==> src/rtl/smz_pkg.sv <==
package smz_pkg;

  typedef enum logic [1:0] {
    SPD_NORMAL = 2'b00,
    SPD_DOUBLE = 2'b01,
    SPD_QUAD   = 2'b10,
    SPD_QUAD_B = 2'b11
  } speed_e;

  // Right shift applied to the normal-mode step for each speed mode
  function automatic logic [1:0] ramp_shift(input logic [1:0] mode);
    case (mode)
      SPD_NORMAL: ramp_shift = 2'd0;
      SPD_DOUBLE: ramp_shift = 2'd1;
      default:    ramp_shift = 2'd2;
    endcase
  endfunction

endpackage

==> src/rtl/gain_ramp.sv <==
module gain_ramp #(
  parameter int GW        = 13,
  parameter int UNITY_LOG = 12,
  parameter int BASE_LOG  = 10
) (
  input  logic          clk,
  input  logic          rst,
  input  logic          strobe,
  input  logic          mute,
  input  logic [1:0]    mode,
  output logic [GW-1:0] gain
);
  import smz_pkg::*;

  localparam int UNITY    = 1 << UNITY_LOG;
  localparam int STEP_MAX = UNITY >> BASE_LOG;
  localparam logic [GW-1:0] UNITY_G = GW'(UNITY);
  localparam logic [GW-1:0] STEP_G  = GW'(STEP_MAX);

  logic [GW-1:0] step;
  logic [GW:0]   up_sum;
  logic [GW-1:0] g_next;

  always_comb begin
    step   = STEP_G >> ramp_shift(mode);
    up_sum = {1'b0, gain} + {1'b0, step};
    if (mute)
      g_next = (gain > step) ? (gain - step) : '0;
    else
      g_next = (up_sum >= {1'b0, UNITY_G}) ? UNITY_G : up_sum[GW-1:0];
  end

  always_ff @(posedge clk) begin
    if (rst)         gain <= UNITY_G;
    else if (strobe) gain <= g_next;
  end

  AST_GAIN_BOUND: assert property (@(posedge clk) disable iff (rst)
    gain <= UNITY_G);
  AST_GAIN_FALLS: assert property (@(posedge clk) disable iff (rst)
    strobe && mute && gain != '0 |=> gain < $past(gain));
  AST_GAIN_RISES: assert property (@(posedge clk) disable iff (rst)
    strobe && !mute && gain != UNITY_G |=> gain > $past(gain));
  AST_GAIN_STEP: assert property (@(posedge clk) disable iff (rst)
    strobe |=> ({1'b0, gain} <= {1'b0, $past(gain)} + {1'b0, STEP_G}) &&
               ({1'b0, gain} + {1'b0, STEP_G} >= {1'b0, $past(gain)}));
  AST_GAIN_HOLD: assert property (@(posedge clk) disable iff (rst)
    !strobe |=> $stable(gain));
endmodule

==> src/rtl/sample_scaler.sv <==
module sample_scaler #(
  parameter int DW        = 24,
  parameter int GW        = 13,
  parameter int UNITY_LOG = 12
) (
  input  logic                 clk,
  input  logic                 rst,
  input  logic                 strobe,
  input  logic [GW-1:0]        gain,
  input  logic signed [DW-1:0] din,
  output logic signed [DW-1:0] dout
);
  localparam int PW = DW + GW + 1;
  localparam int QW = PW - UNITY_LOG;
  localparam logic signed [PW-1:0] HALF = PW'(1) <<< (UNITY_LOG - 1);
  localparam logic signed [QW-1:0] MAXV = QW'((1 << (DW - 1)) - 1);
  localparam logic signed [QW-1:0] MINV = -QW'(1 << (DW - 1));
  localparam logic [GW-1:0] UNITY_G = GW'(1 << UNITY_LOG);

  logic signed [PW-1:0] prod;
  logic signed [PW-1:0] rnd;
  logic signed [QW-1:0] q;
  logic signed [DW-1:0] sat;

  always_comb begin
    prod = PW'(din) * $signed({1'b0, gain});
    rnd  = (prod + HALF) >>> UNITY_LOG;
    q    = rnd[QW-1:0];
    if (q > MAXV)      sat = MAXV[DW-1:0];
    else if (q < MINV) sat = MINV[DW-1:0];
    else               sat = q[DW-1:0];
  end

  always_ff @(posedge clk) begin
    if (rst)         dout <= '0;
    else if (strobe) dout <= sat;
  end

  AST_ZERO_GAIN: assert property (@(posedge clk) disable iff (rst)
    strobe && gain == '0 |=> dout == '0);
  AST_UNITY_PASS: assert property (@(posedge clk) disable iff (rst)
    strobe && gain == UNITY_G |=> dout == $past(din));
endmodule

==> src/rtl/zero_watch.sv <==
module zero_watch #(
  parameter int DW  = 24,
  parameter int WIN = 8192
) (
  input  logic          clk,
  input  logic          rst,
  input  logic          strobe,
  input  logic [DW-1:0] a,
  input  logic [DW-1:0] b,
  output logic          flag
);
  localparam int CW = $clog2(WIN + 1);
  localparam logic [CW-1:0] WIN_C  = CW'(WIN);
  localparam logic [CW-1:0] LAST_C = CW'(WIN - 1);

  logic [CW-1:0] run;
  logic          quiet;

  assign quiet = (a == '0) && (b == '0);

  always_ff @(posedge clk) begin
    if (rst) begin
      run  <= '0;
      flag <= 1'b0;
    end else if (strobe) begin
      if (quiet) begin
        if (run != WIN_C) run <= run + 1'b1;
        flag <= (run >= LAST_C);
      end else begin
        run  <= '0;
        flag <= 1'b0;
      end
    end
  end

  AST_FLAG_DROP: assert property (@(posedge clk) disable iff (rst)
    strobe && !quiet |=> !flag);
  AST_FLAG_RESET: assert property (@(posedge clk)
    rst |=> !flag);
  AST_FLAG_RUN: assert property (@(posedge clk) disable iff (rst)
    flag |-> run == WIN_C);
endmodule

==> src/rtl/softmute_zdet.sv <==
module softmute_zdet #(
  parameter int DW        = 24,
  parameter int GW        = 13,
  parameter int UNITY_LOG = 12,
  parameter int BASE_LOG  = 10,
  parameter int ZWIN      = 8192
) (
  input  logic          clk,
  input  logic          rst,
  input  logic          frame_vld,
  input  logic          mute_req,
  input  logic [1:0]    speed_mode,
  input  logic [DW-1:0] left_in,
  input  logic [DW-1:0] right_in,
  output logic [DW-1:0] left_out,
  output logic [DW-1:0] right_out,
  output logic          out_vld,
  output logic          zero_flag
);
  localparam int NCH = 2;

  logic [GW-1:0]        gain;
  logic signed [DW-1:0] ch_in  [NCH];
  logic signed [DW-1:0] ch_out [NCH];

  assign ch_in[0] = left_in;
  assign ch_in[1] = right_in;

  gain_ramp #(.GW(GW), .UNITY_LOG(UNITY_LOG), .BASE_LOG(BASE_LOG)) u_ramp (
    .clk(clk), .rst(rst), .strobe(frame_vld), .mute(mute_req),
    .mode(speed_mode), .gain(gain)
  );

  for (genvar c = 0; c < NCH; c++) begin : g_ch
    sample_scaler #(.DW(DW), .GW(GW), .UNITY_LOG(UNITY_LOG)) u_scale (
      .clk(clk), .rst(rst), .strobe(frame_vld), .gain(gain),
      .din(ch_in[c]), .dout(ch_out[c])
    );
  end

  zero_watch #(.DW(DW), .WIN(ZWIN)) u_zero (
    .clk(clk), .rst(rst), .strobe(frame_vld), .a(left_in), .b(right_in),
    .flag(zero_flag)
  );

  assign left_out  = ch_out[0];
  assign right_out = ch_out[1];

  always_ff @(posedge clk) begin
    if (rst) out_vld <= 1'b0;
    else     out_vld <= frame_vld;
  end

  AST_VLD_PULSE: assert property (@(posedge clk) disable iff (rst)
    out_vld |-> $past(frame_vld));
  AST_IDLE_HOLD: assert property (@(posedge clk) disable iff (rst)
    !frame_vld |=> $stable(left_out) && $stable(right_out));
endmodule

==> config.mk <==
export PLATFORM = sky130hd
export DESIGN_NAME = softmute_zdet
export DESIGN_NICKNAME = d
export VERILOG_FILES = /design/src/rtl/smz_pkg.sv /design/src/rtl/gain_ramp.sv /design/src/rtl/sample_scaler.sv /design/src/rtl/zero_watch.sv /design/src/rtl/softmute_zdet.sv
export SDC_FILE = /design/constraint.sdc
export NUM_CORES = 2
export LEC_CHECK = 0
export BUFFER_PORTS_ARGS = -buffer_cell sky130_fd_sc_hd__clkbuf_2
export CAP_MARGIN = 30
export CORE_UTILIZATION = 65
export CTS_BUF_LIST = sky130_fd_sc_hd__clkbuf_2
export CTS_CLUSTER_SIZE = 24
export DETAILED_ROUTE_END_ITERATION = 8
export GPL_TIMING_DRIVEN = 1
export HOLD_SLACK_MARGIN = 0.1
export PLACE_DENSITY = 0.83
export SYNTH_ARGS = -nofsm -noshare
export SYNTH_HDL_FRONTEND = slang
export SYNTH_SLANG_ARGS = --single-unit
==> constraint.sdc <==
create_clock -name clk -period 19.23 [get_ports clk]
set_input_delay 2.8845 -clock clk [delete_from_list [all_inputs] [get_ports clk]]
set_output_delay 2.8845 -clock clk [all_outputs]
set_load 0.02 [all_outputs]
==> impl_metrics.toml <==
[synth]
ys_warn_count = 0
syn_inst = 2995
synth_area_per_cell_sq_um = 8.856
yosysUniqueCellTypes = 75
synth-main-ff-cell = "dfxtp_1"
ys_seq_elements = 77
synthesis.nets = 3853
synth-edff-count = 0
netlist_area_sq_um = 26520
ys_seq_area_frac = 0.05812
async_flop_share = 0

[global_routing]
overflow = 0
grt_pass1_wl_um = 105200
grt_max_degree = 87
antenna_found_initial = 3
grt_pass1_vias = 22350
grt.total_usage = 0.3186

[clocking]
clkLatencyLatePin_ns = 0.76
cts_setup_buffers = 0
cts_hold_buf = 0
cts_root_buf = "clkbuf_2"
h-tree-depth = 3
cts_tree = "done"
clk_pin_slew_ns = 0.26
cts.sinks = 77
clockBufferDepth = 2
cts_made_buffers = 9
postCtsResizedCells = 0

[pwr]
p_leak_nw = 14.27
p_per_area_nw_per_um2 = 107.9
ir_worst_vdd_mv = 0.1869

[setup_path]
critPathMaxFanout = 23
timing.rr.end = "g_ch[0].u_scale.dout[19]"
worst_r2r_path_depth = 24
max_stage_delay_ns = 0.83
crit_required_ns = 19.89
cp-start-kind = "primary input"
path_cells = "clkbuf_2 > and2_1 > inv_1 > fa_1 > inv_1 > fa_1 > inv_1 > fa_1 > inv_1 > fa_1 > inv_1 > fa_1 > fa_1 > inv_1 > ha_1 > a21o_1 > a221o_1 > a21oi_1 > nand4b_1 > nand3_1 > nand3_1 > o31ai_4 > o21ai_0 > a211oi_2"
startpoint = "left_in[23]"
r2r_start = "u_ramp.gain[9]"
r2r_setup_slack_ns = 11.27
crit_slowest_cell = "fa_1"
end_kind = "flop"
crit_arrival_ns = 10.09
critical_path_class = "primary input to flop"
endpoint = "g_ch[0].u_scale.dout[19]"

[floorplanning]
design.core.area_sq_um = 40010
rows = 73
initial_utilization = 0.6630
ios = 104
design.die.area_sq_um = 41620
die_y_um = 204.0
die_w_um = 204.0

[sta]
slew_viol_final = 0
hold_viol_final = 0
worst_pin_slew_ns = 0.9775
rsz0062_at_grt = "no"
setup_viol_count_final = 0
setup_ws_ns = 9.796
period_share = 0.4906
min_period_ns = 9.434
final.setup_skew_ns = 0.04380
setup_tns_ns = 0
maxSlewHeadroom = 0.3483
fmax_mhz = 106.0

[routing]
m1WireLength_um = 23750
postRouteAntennaNets = 0
num_vias = 20060
first_pass_iters = 7
viasPerCell = 5.718
drt_iter0_drc = 1616
drc = 0
maxUsedRoutingLayer = "met4"
wl_met3_um = 3857
drt-total-wl_um = 61330
met2WireLength_um = 31700
wl_per_cell_um = 17.48

[cells_and_area]
fill_cells = 3123
drive_above_1_share = 0.06376
fin_util = 0.6848
final_cells = 3508
nNetsFinal = 3833
area_growth_pct = 3.283

[flow_run]
cap_violations = 0

[placement]
place.gp.congestion = 0.9058
post-place-ws_ns = 9.093
portBuffers = 103
place_inst = 3489
dp_hpwl_um = 48530

[hold_path]
hold_path.class = "flop to flop"

[status]
status = "complete, no violations"
## per-stage QoR
stage | instance area [sq um] | hold slack (ns) | power, W
after floorplan | 26520 | 0.4865 | 0.002275
after global routing | 27400 | 0.5203 | 0.003295
after CTS | 27390 | 0.4970 | 0.002958
after detailed placement | 27270 | 0.4690 | 0.002827
after global placement | 27200 | 0.4703 | 0.002705
final | 27400 | 0.4951 | 0.002956
## power by group
group / switching (W) / internal, W
Combinational: 0.00158 / 0.00103
Clock: 0.0000765 / 0.0000304
Sequential: 0.0000337 / 0.000206
Total: 0.00169 / 0.00127
## cell type report
| class | count | area (sq um) | share of cell area |
|---|---|---|---|
| Timing Repair Buffer | 123 | 710.7 | 0.02594 |
| Inverter | 691 | 2594 | 0.09468 |
| Antenna cell | 3 | 7.507 | 0.0002740 |
| Multi-Input combinational cell | 2073 | 21760 | 0.7942 |
| Clock inverter | 7 | 73.82 | 0.002695 |
| Tap cell | 525 | 656.9 | 0.02398 |
| Clock buffer | 9 | 45.04 | 0.001644 |
| Sequential cell | 77 | 1549 | 0.05654 |
## flip-flops by register name (all words and copies together) (netlist names)
name / cells
out_vld: 1
u_ramp.gain: 13
g_ch.u_scale.dout: 48
u_zero.flag: 1
u_zero.run: 14
## worst max-delay path, delay by kind of cell
family | cells | cell delay (ns)
AOI/OAI and AO/OA | 6 | 1.97
and+or+nand+nor | 4 | 0.67
buffers and inverters | 7 | 0.78
adders and majority gates | 7 | 3.78
## cell usage after synthesis, types with 5 or more instances
cell type	count	area [sq um]
o2bb2ai_1	5	43.79
nand2_1	326	1224
o21ai_0	29	145.1
or2_2	5	31.28
and2_1	372	2327
nor2_1	89	334.1
buf_2	7	35.03
a21o_1	19	142.6
fa_1	582	11650
ha_1	222	2778
inv_1	691	2594
nor4_1	19	118.9
nand3_1	22	110.1
buf_1	14	52.55
nand2b_1	11	68.82
o21ai_1	6	30.03
nand4_1	16	100.1
xnor2_1	55	481.7
a211oi_1	10	75.07
a21oi_1	87	435.4
a211oi_2	23	287.8
nor3_1	38	190.2
and3_1	12	75.07
a31oi_1	6	37.54
xor2_1	31	271.5
clkbuf_1	126	473.0
o21bai_1	5	37.54
dfxtp_1	77	1541
nor2b_1	6	37.54
## cells by family after synthesis
kind of cell,share of synthesized area
flops,0.05812
buf+inv,0.1216
fa+ha+maj,0.5440
compound gates,0.06496
mux,0.001132
xor+xnor,0.02840
simple gates,0.1818
## how the worst min path moves through the flow
stage / start / to / depth (start not counted)
2_1_floorplan: u_zero.run[9] / u_zero.run[9] / 2
3_3_place_gp: g_ch[1].u_scale.dout[3] / g_ch[1].u_scale.dout[3] / 2
3_5_place_dp: g_ch[1].u_scale.dout[6] / g_ch[1].u_scale.dout[6] / 2
4_1_cts: g_ch[1].u_scale.dout[22] / g_ch[1].u_scale.dout[22] / 2
5_1_grt: g_ch[1].u_scale.dout[2] / g_ch[1].u_scale.dout[2] / 2
6_report: g_ch[1].u_scale.dout[6] / g_ch[1].u_scale.dout[6] / 2
## layout by cell type (no fill, tap or decap), types with 4 or more instances in the layout
| cell type | count |
|---|---|
| inv_1 | 691 |
| fa_1 | 582 |
| and2_1 | 372 |
| nand2_1 | 326 |
| ha_1 | 222 |
| clkbuf_2 | 112 |
| nor2_1 | 89 |
| a21oi_1 | 87 |
| dfxtp_1 | 71 |
| xnor2_1 | 55 |
| nor3_1 | 38 |
| xor2_1 | 31 |
| o21ai_0 | 29 |
| a211oi_2 | 23 |
| nand3_1 | 22 |
| nor4_1 | 19 |
| a21o_1 | 19 |
| buf_4 | 17 |
| nand4_1 | 16 |
| and3_1 | 12 |
| nand2b_1 | 11 |
| a211oi_1 | 10 |
| o21ai_1 | 6 |
| a31oi_1 | 6 |
| nor2b_1 | 6 |
| dfxtp_2 | 6 |
| or2_2 | 5 |
| o2bb2ai_1 | 5 |
| o21bai_1 | 5 |
| a21boi_0 | 4 |
| o32ai_1 | 4 |
| nand3b_1 | 4 |
| o221ai_1 | 4 |
## metal layers
| metal | vias to the layer above | global-route usage |
|---|---|---|
| met5 | - | 0 |
| met4 | 0 | 0.1274 |
| met3 | 167 | 0.04416 |
| met2 | 778 | 0.5662 |
| met1 | 10220 | 0.3907 |
| li1 | 8893 | - |
Power figures use the tool's default switching activity.
